**src/rtl/ras_pkg.sv**
```systemverilog
package ras_pkg;

   typedef enum logic [1:0] {
      RAS_IDLE = 2'd0,
      RAS_PUSH = 2'd1,
      RAS_POP  = 2'd2,
      RAS_SWAP = 2'd3
   } ras_op_e;

   function automatic ras_op_e ras_decode(input logic push, input logic pop, input logic empty);
      ras_op_e op;
      if (push && pop && !empty)  op = RAS_SWAP;
      else if (push)              op = RAS_PUSH;
      else if (pop && !empty)     op = RAS_POP;
      else                        op = RAS_IDLE;
      return op;
   endfunction

endpackage

```
**src/rtl/ras_ptr_ctrl.sv**
```systemverilog
module ras_ptr_ctrl
   import ras_pkg::*;
#(
   parameter int DEPTH = 8,
   localparam int PW = (DEPTH > 1) ? $clog2(DEPTH) : 1,
   localparam int CW = $clog2(DEPTH + 1)
) (
   input  logic          clk,
   input  logic          rst,
   input  logic          push,
   input  logic          pop,
   output logic          empty,
   output logic          wr_en,
   output logic [PW-1:0] wr_idx,
   output logic [PW-1:0] top_idx,
   output logic [CW-1:0] occ
);

   localparam logic [CW-1:0] FULL_CNT = CW'(DEPTH);
   localparam logic [PW-1:0] LAST_IDX = PW'(DEPTH - 1);

   logic [PW-1:0] top_q, top_d, top_inc, top_dec;
   logic [CW-1:0] cnt_q, cnt_d;
   logic          full;
   ras_op_e       op;

   generate
      if ((DEPTH & (DEPTH - 1)) == 0) begin : g_pow2_wrap
         assign top_inc = top_q + PW'(1);
         assign top_dec = top_q - PW'(1);
      end else begin : g_mod_wrap
         assign top_inc = (top_q == LAST_IDX) ? '0 : top_q + PW'(1);
         assign top_dec = (top_q == '0) ? LAST_IDX : top_q - PW'(1);
      end
   endgenerate

   assign empty = (cnt_q == '0);
   assign full  = (cnt_q == FULL_CNT);
   assign op    = ras_decode(push, pop, empty);

   always_comb begin
      top_d  = top_q;
      cnt_d  = cnt_q;
      wr_en  = 1'b0;
      wr_idx = top_q;
      unique case (op)
         RAS_PUSH: begin
            wr_en  = 1'b1;
            wr_idx = top_inc;
            top_d  = top_inc;
            if (!full) cnt_d = cnt_q + CW'(1);
         end
         RAS_POP: begin
            top_d = top_dec;
            cnt_d = cnt_q - CW'(1);
         end
         RAS_SWAP: begin
            wr_en  = 1'b1;
            wr_idx = top_q;
         end
         default: ;
      endcase
   end

   always_ff @(posedge clk) begin
      if (rst) begin
         top_q <= '0;
         cnt_q <= '0;
      end else begin
         top_q <= top_d;
         cnt_q <= cnt_d;
      end
   end

   assign top_idx = top_q;
   assign occ     = cnt_q;

endmodule

```
**src/rtl/ras_store.sv**
```systemverilog
module ras_store #(
   parameter int AW    = 32,
   parameter int DEPTH = 8,
   localparam int PW = (DEPTH > 1) ? $clog2(DEPTH) : 1
) (
   input  logic          clk,
   input  logic          wr_en,
   input  logic [PW-1:0] wr_idx,
   input  logic [AW-1:0] wr_data,
   input  logic [PW-1:0] rd_idx,
   output logic [AW-1:0] rd_data
);

   logic [AW-1:0] slot_q [DEPTH];

   for (genvar gi = 0; gi < DEPTH; gi++) begin : g_slot
      always_ff @(posedge clk) begin
         if (wr_en && (wr_idx == PW'(gi))) slot_q[gi] <= wr_data;
      end
   end

   assign rd_data = slot_q[rd_idx];

endmodule

```
**src/rtl/ret_addr_stack.sv**
```systemverilog
module ret_addr_stack #(
   parameter int AW         = 32,
   parameter int DEPTH      = 8,
   parameter int INST_BYTES = 4,
   localparam int PW = (DEPTH > 1) ? $clog2(DEPTH) : 1,
   localparam int CW = $clog2(DEPTH + 1)
) (
   input  logic          clk,
   input  logic          rst,
   input  logic          call_i,
   input  logic [AW-1:0] call_pc_i,
   input  logic          ret_i,
   output logic [AW-1:0] pred_target_o,
   output logic          pred_valid_o
);

   if (DEPTH < 2) begin : g_bad_depth
      $error("ret_addr_stack: DEPTH must be at least 2");
   end
   if (AW < 2) begin : g_bad_aw
      $error("ret_addr_stack: AW must be at least 2");
   end
   if (INST_BYTES < 1) begin : g_bad_step
      $error("ret_addr_stack: INST_BYTES must be positive");
   end

   localparam logic [AW-1:0] STEP = AW'(INST_BYTES);

   logic          empty;
   logic          wr_en;
   logic [PW-1:0] wr_idx;
   logic [PW-1:0] top_idx;
   logic [CW-1:0] occ;
   logic [AW-1:0] ret_addr;

   assign ret_addr = call_pc_i + STEP;

   ras_ptr_ctrl #(.DEPTH(DEPTH)) u_ctrl (
      .clk     (clk),
      .rst     (rst),
      .push    (call_i),
      .pop     (ret_i),
      .empty   (empty),
      .wr_en   (wr_en),
      .wr_idx  (wr_idx),
      .top_idx (top_idx),
      .occ     (occ)
   );

   ras_store #(.AW(AW), .DEPTH(DEPTH)) u_store (
      .clk     (clk),
      .wr_en   (wr_en),
      .wr_idx  (wr_idx),
      .wr_data (ret_addr),
      .rd_idx  (top_idx),
      .rd_data (pred_target_o)
   );

   assign pred_valid_o = ret_i & ~empty;

endmodule

```
**config.mk**
```make
export PLATFORM = sky130hd
export DESIGN_NAME = ret_addr_stack
export DESIGN_NICKNAME = d
export VERILOG_FILES = /design/src/rtl/ras_pkg.sv /design/src/rtl/ras_ptr_ctrl.sv /design/src/rtl/ras_store.sv /design/src/rtl/ret_addr_stack.sv
export SDC_FILE = /design/constraint.sdc
export NUM_CORES = 1
export LEC_CHECK = 0
export CORE_UTILIZATION = 53
export DETAILED_ROUTE_END_ITERATION = 8
export GPL_ROUTABILITY_DRIVEN = 0
export PLACE_DENSITY = 0.76
export SYNTH_ARGS = -nofsm -noshare
export SYNTH_HDL_FRONTEND = slang
export SYNTH_HIERARCHICAL = 1
export SYNTH_SLANG_ARGS = --single-unit
```
**constraint.sdc**
```tcl
create_clock -name clk -period 3.91 [get_ports clk]
set_input_delay 0.391 -clock clk [delete_from_list [all_inputs] [get_ports clk]]
set_output_delay 0.391 -clock clk [all_outputs]
set_load 0.05 [all_outputs]
```
==> impl_metrics.py, run 1 <==
metrics = {
    "power": {
        "peakVddDrop_uv": 481.2,
        "leakagePower_nw": 4.137,
        "p_total_mw": 8.925,
        "p_per_area_mw_per_mm2": 692.5,
    },
    "worst_setup_path": {
        "critPathArrivalTime_ps": 3330,
        "endpoint_kind": "primary output",
        "rr_endpoint": "u_store/slot_q[5][19]",
        "reg2reg_from": "u_ctrl/top_idx[0]",
        "worstPathCellList": "buf_4 -> mux4_1 -> mux2_2 -> clkdlybuf4s50_1",
        "start_kind": "flop",
        "critPathMaxFanout": 45,
        "max_stage_delay_ps": 920,
        "worstPathRequired_ps": 3520,
        "cp_slowest_cell": "dfxtp_4",
        "reg2reg_slack_ps": 850,
        "reg2regPathDepth": 6,
        "path_class": "flop to primary output",
    },
    "floorplanning": {
        "die_w_um": 145.7,
        "die-area_mm2": 0.02124,
        "start_util": 0.5411,
        "rows": 52,
        "die_h_um": 145.7,
        "core_mm2": 0.02023,
        "boundaryPins": 69,
    },
    "sta": {
        "worst_pin_slew_ps": 856.4,
        "setup_viol": 0,
        "hold_viol_final": 0,
        "drv_slew": 0,
        "slew-limit-headroom": 0.4290,
        "post-route-period-util": 0.9517,
        "fin_worst_skew_ps": 8.303,
        "rsz0062_at_grt": "no",
        "max_freq_mhz": 268.7,
        "layout_min_cycle_time_ps": 3721,
        "tns_ps": 0,
    },
    "clock_tree": {
        "ctsResizeCount": 0,
        "tritoncts": "built",
        "cts_buffers": 26,
        "post_cts_buffers": 0,
        "cts_hold_buf": 0,
        "cts_root_buffer": "clkbuf_16",
        "clk_pin_slew_ps": 60,
        "clock-sinks": 263,
        "cts_buffer_depth": 3,
        "clk_latency_ps": 530,
        "h-tree-depth": 1,
    },
    "synth": {
        "netlist_instances": 530,
        "postSynth.asyncResetShare": 0,
        "synth_edf_count": 256,
        "avgSynthCellArea_um2": 20.66,
        "ys.flop_type": "edfxtp_1",
        "syn_area_mm2": 0.01095,
        "ys_types": 45,
        "syn_nets": 570,
        "ys_ff_latch": 263,
        "seq_area_frac_synth": 0.7149,
        "yosysWarnings": 6,
    },
    "min_path": {
        "hold_depth": 1,
        "min_from": "call_pc_i[1]",
        "hp-class": "input port to flop",
        "worstHoldEndpoint": "u_store/slot_q[7][1]",
    },
    "drt": {
        "vias": 5367,
        "drc": 0,
        "ant_nets": 0,
        "avgViaCountPerCell": 5.866,
        "drt-initial-drc-count": 364,
        "firstDrtPassIters": 4,
        "wl_per_cell_um": 22.86,
        "drt_wl_total_mm": 20.92,
    },
    "global_route": {
        "antenna_found_initial": 0,
        "grt_pass1_vias": 5601,
        "grt_overflow": 0,
        "track_usage": 0.1979,
        "grt_pass1_wl_mm": 31.48,
        "grt_max_degree": 49,
    },
    "final_layout": {
        "layout_commonest_cell": "edfxtp_1",
        "area_growth_pct": 17.70,
        "antenna_cells": 0,
        "mostFrequentLayoutCells": "edfxtp_1 (256), clkdlybuf4s50_1 (68), mux4_1 (40)",
        "drive_gt1_frac": 0.2093,
        "fin_nets": 665,
    },
    "place": {
        "hpwl_mm": 12.14,
        "numPortBuffers": 68,
    },
    "run": {
        "drv_cap": 0,
    },
    "outcome": {
        "status": "finished, final reports clean",
    },
}
layer usage:
metal / vias to the layer above / GRT usage / part of all wire
met5: - / 0 / 0
met2: 140 / 0.3378 / 0.50
met3: 35 / 0.03166 / 0.051
met1: 2786 / 0.2680 / 0.43
li1: 2406 / - / -
met4: 0 / 0.05053 / 0.022
how the worst max path moves through the flow:
stage                                 start                   end  slack, ps  cells past startpoint
after floorplan               u_ctrl/occ[0]  u_store/slot_q[4][0]        560                      6
after global placement    u_ctrl/top_idx[0]     pred_target_o[14]        760                      4
after detailed placement  u_ctrl/top_idx[0]      pred_target_o[6]        720                      4
after CTS                 u_ctrl/top_idx[0]      pred_target_o[6]        150                      4
after global routing      u_ctrl/top_idx[0]     pred_target_o[10]         60                      4
final                     u_ctrl/top_idx[0]      pred_target_o[6]        190                      4
cells in the mapped netlist, drive strengths merged (2+ instances only):
cell type | instances | area, um2
edfxtp | 256 | 7687
mux4 | 64 | 1592
mux2 | 32 | 360.4
xnor2 | 27 | 236.5
nor2 | 20 | 75.07
buf | 19 | 143.9
nand2 | 17 | 63.81
nand3 | 13 | 70.07
nand4 | 11 | 75.07
dfxtp | 7 | 140.1
nor3 | 7 | 35.03
xor2 | 7 | 61.31
clkbuf | 5 | 18.77
nand2b | 5 | 31.28
ha | 4 | 50.05
inv | 4 | 15.01
nor4 | 4 | 55.05
nor2b | 3 | 18.77
or2 | 3 | 18.77
a211oi | 2 | 20.02
a21oi | 2 | 10.01
and3 | 2 | 12.51
and4 | 2 | 18.77
o221ai | 2 | 17.52
or3 | 2 | 13.77
metrics by stage:
stage | instance area [um2] | worst slack, ps | utilization | hold slack (ps) | instances
after floorplan | 10960 | 555.6 | - | 489.9 | 530
after global placement | 12070 | 758.1 | 0.5965 | 551.4 | 867
after detailed placement | 12070 | 718.9 | 0.5965 | 584.0 | 867
after CTS | 12890 | 146.6 | 0.6369 | 579.4 | 915
after global routing | 12890 | 61.64 | 0.6369 | 615.7 | 915
final | 12890 | 188.8 | 0.6369 | 584.5 | 915
sequential cells by signal, indices dropped and copies added (netlist names):
| signal | count |
|---|---|
| u_ctrl/occ | 4 |
| u_ctrl/top_idx | 3 |
| u_store/slot_q | 256 |
where the power goes:
group	switching, mW	internal, mW	total (mW)
clock network	0.999	1.39	2.39
logic	1.66	1.18	2.84
registers	0.201	3.50	3.70
total	2.86	6.06	8.92
area by class of cell:
type,instances,area (um2)
clock buffers,34,701.9
clock inverters,14,115.1
fillers,1354,7347
inverters,4,15.01
multi-input cells,239,2982
flip-flops and latches,263,7833
well taps,270,337.8
repair buffers,91,903.4
kinds of logic (layout without fill, tap and decap cells):
kind of cell,count (synthesis),after routing,synth area share
AOI/OAI and AO/OA,10,10,0.009714
xor gates and xnor gates,34,34,0.02720
adders and majority gates,4,4,0.004571
buffers and inverters,28,143,0.01623
DFF,263,263,0.7149
muxes,97,97,0.1792
and+or+nand+nor,94,94,0.04822
critical path: cells and delay by family, from the launching register on:
kind	cells	cell delay, ps
flops	1	920
mux	2	860
buf+inv	2	1010
Note: power is estimated with default switching activity, not from simulation.
==> inputs of run 2 (changes only) <==
Settings changed: MAX_ROUTING_LAYER set to met4, PLACE_DENSITY 0.76 to 0.75, RECOVER_POWER set to 50.
==> run 2 against run 1 <==
  * The flow now finishes with violations (max-capacitance violations, max-slew violations)
  * Hold slack gained 8.9 ps
  * Critical path depth is the same
  * Worst setup slack gained 90 ps
  * Final area shrank 0.25%
  * Non-clock buffer count is the same
  * Critical path type unchanged
  * Largest cell class unchanged
  * Highest routed layer unchanged
==> impl_metrics.py, run 2 (synthesized netlist as in run 1, its figures left out) <==
metrics = {
    "outcome": {
        "status": "finished, violations left",
        "violations": "max-capacitance violations, max-slew violations",
    },
    "sta": {
        "tns_ps": 0,
        "rsz0062_at_grt": "no",
        "hold_viol_final": 0,
        "fin_worst_skew_ps": 9.916,
        "drv_slew": 7,
        "layout_min_cycle_time_ps": 3631,
        "max_freq_mhz": 275.4,
        "worst_pin_slew_ps": 1620,
        "post-route-period-util": 0.9287,
        "slew-limit-headroom": -0.08975,
        "setup_viol": 0,
    },
    "clock_tree": {
        "post_cts_buffers": 0,
        "clock-sinks": 263,
        "cts_hold_buf": 0,
        "h-tree-depth": 1,
        "tritoncts": "built",
        "cts_buffers": 27,
        "cts_root_buffer": "clkbuf_16",
        "clk_pin_slew_ps": 60,
        "cts_buffer_depth": 3,
        "ctsResizeCount": 0,
        "clk_latency_ps": 520,
    },
    "floorplanning": {
        "start_util": 0.5411,
        "core_mm2": 0.02023,
        "boundaryPins": 69,
        "die_w_um": 145.7,
        "die-area_mm2": 0.02124,
        "rows": 52,
        "die_h_um": 145.7,
    },
    "final_layout": {
        "area_growth_pct": 17.40,
        "largest_register": "u_store/slot_q",
        "drive_gt1_frac": 0.1994,
        "fin_util": 0.6353,
        "fin_nets": 666,
        "antenna_cells": 0,
        "largest_reg_flops": 256,
        "fill_cells": 1367,
        "layout_commonest_cell": "edfxtp_1",
        "mostFrequentLayoutCells": "edfxtp_1 (256), clkdlybuf4s50_1 (64), mux4_1 (40)",
    },
    "global_route": {
        "grt_max_degree": 61,
        "grt_overflow": 0,
        "antenna_found_initial": 0,
        "grt_pass1_vias": 5774,
        "grt_pass1_wl_mm": 32.13,
        "track_usage": 0.2067,
    },
    "run": {
        "drv_cap": 1,
    },
    "worst_setup_path": {
        "cp_slowest_cell": "dfxtp_4",
        "critPathMaxFanout": 38,
        "crit_family": "buffers and inverters",
        "worst-path-buf-inv": 2,
        "start_kind": "flop",
        "max_stage_delay_ps": 800,
        "path_class": "flop to primary output",
        "worstPathRequired_ps": 3520,
        "worstPathCellList": "buf_4 -> mux4_1 -> mux2_2 -> clkdlybuf4s50_1",
        "endpoint_kind": "primary output",
        "critPathArrivalTime_ps": 3240,
    },
    "power": {
        "p_clk_frac": 0.278,
        "comb_power_share": 0.310,
        "intPower_mw": 6.123,
        "p_total_mw": 8.943,
        "peakVddDrop_uv": 433.9,
        "switchingPower_mw": 2.820,
        "p_per_area_mw_per_mm2": 695.7,
        "switching_share": 0.3153,
        "leakagePower_nw": 4.118,
        "power.share.sequential": 0.412,
    },
    "drt": {
        "firstDrtPassIters": 5,
        "drc": 0,
        "vias": 5426,
        "avgViaCountPerCell": 5.917,
        "wl_per_cell_um": 22.43,
        "ant_nets": 0,
        "drt-initial-drc-count": 340,
        "drt_wl_total_mm": 20.57,
    },
    "min_path": {
        "hp-class": "flop to flop",
    },
    "place": {
        "hpwl_mm": 12.25,
        "numPortBuffers": 68,
    },
}
[run 2: cell count changes in the layout (fill, tap and decap cells not counted), sizes merged]
cell / before / now
clkbuf: 34 / 41
buf: 23 / 19
clkdlybuf4s50: 68 / 64
dlygate4sd3: 0 / 4
clkinv: 11 / 8
bufinv: 2 / 3
clkinvlp: 0 / 1
[run 2: power by group through the flow]
stage                     combinational (mW)  sequential (mW)  clock, mW
after floorplan                         2.09             3.61          0
after global placement                  2.79             3.73          0
after detailed placement                2.83             3.75          0
after CTS                               2.84             3.69       2.54
after global routing                    2.92             3.73       2.65
final                                   2.77             3.69       2.49
[run 2: metal layers]
layer / up-vias / track usage / share of wire
li1: 2409 / - / -
met1: 2807 / 0.2805 / 0.44
met2: 175 / 0.3352 / 0.49
met3: 35 / 0.02853 / 0.056
met4: 0 / 0.05000 / 0.019
met5: - / - / 0
[run 2: layout make-up]
class / count / area (um2) / area share
Clock buffer: 37 / 723.2 / 0.05626
Clock inverter: 13 / 148.9 / 0.01158
Inverter: 4 / 15.01 / 0.001168
Multi-Input combinational cell: 239 / 2934 / 0.2282
Sequential cell: 263 / 7833 / 0.6093
Tap cell: 270 / 337.8 / 0.02628
Timing Repair Buffer: 91 / 863.3 / 0.06716
[run 2: path summary, 6_finish.rpt]
path                     startpoint                   end  slack [ps]  depth (start not counted)
hold reg to reg       u_ctrl/occ[3]         u_ctrl/occ[3]         590                          2
setup / recovery  u_ctrl/top_idx[0]      pred_target_o[2]         280                          4
hold / removal        u_ctrl/occ[3]         u_ctrl/occ[3]         590                          2
setup reg to reg  u_ctrl/top_idx[0]  u_store/slot_q[0][0]         980                          7
[run 2: per-stage QoR]
| step | setup slack [ps] | area (um2) | hold WS [ps] | cells |
|---|---|---|---|---|
| after CTS | 207.6 | 12920 | 598.2 | 917 |
| after global routing | 142.5 | 12850 | 632.7 | 917 |
| final | 278.8 | 12850 | 593.4 | 917 |
| after floorplan | 555.6 | 10960 | 489.9 | 530 |
| after detailed placement | 740.5 | 12050 | 576.5 | 867 |
| after global placement | 797.4 | 12050 | 554.4 | 867 |
[run 2: worst min-delay path, stage by stage, from the launching register on]
cell and delay [ps]:
dfxtp_1 370, o221ai_1 100, a21oi_1 70
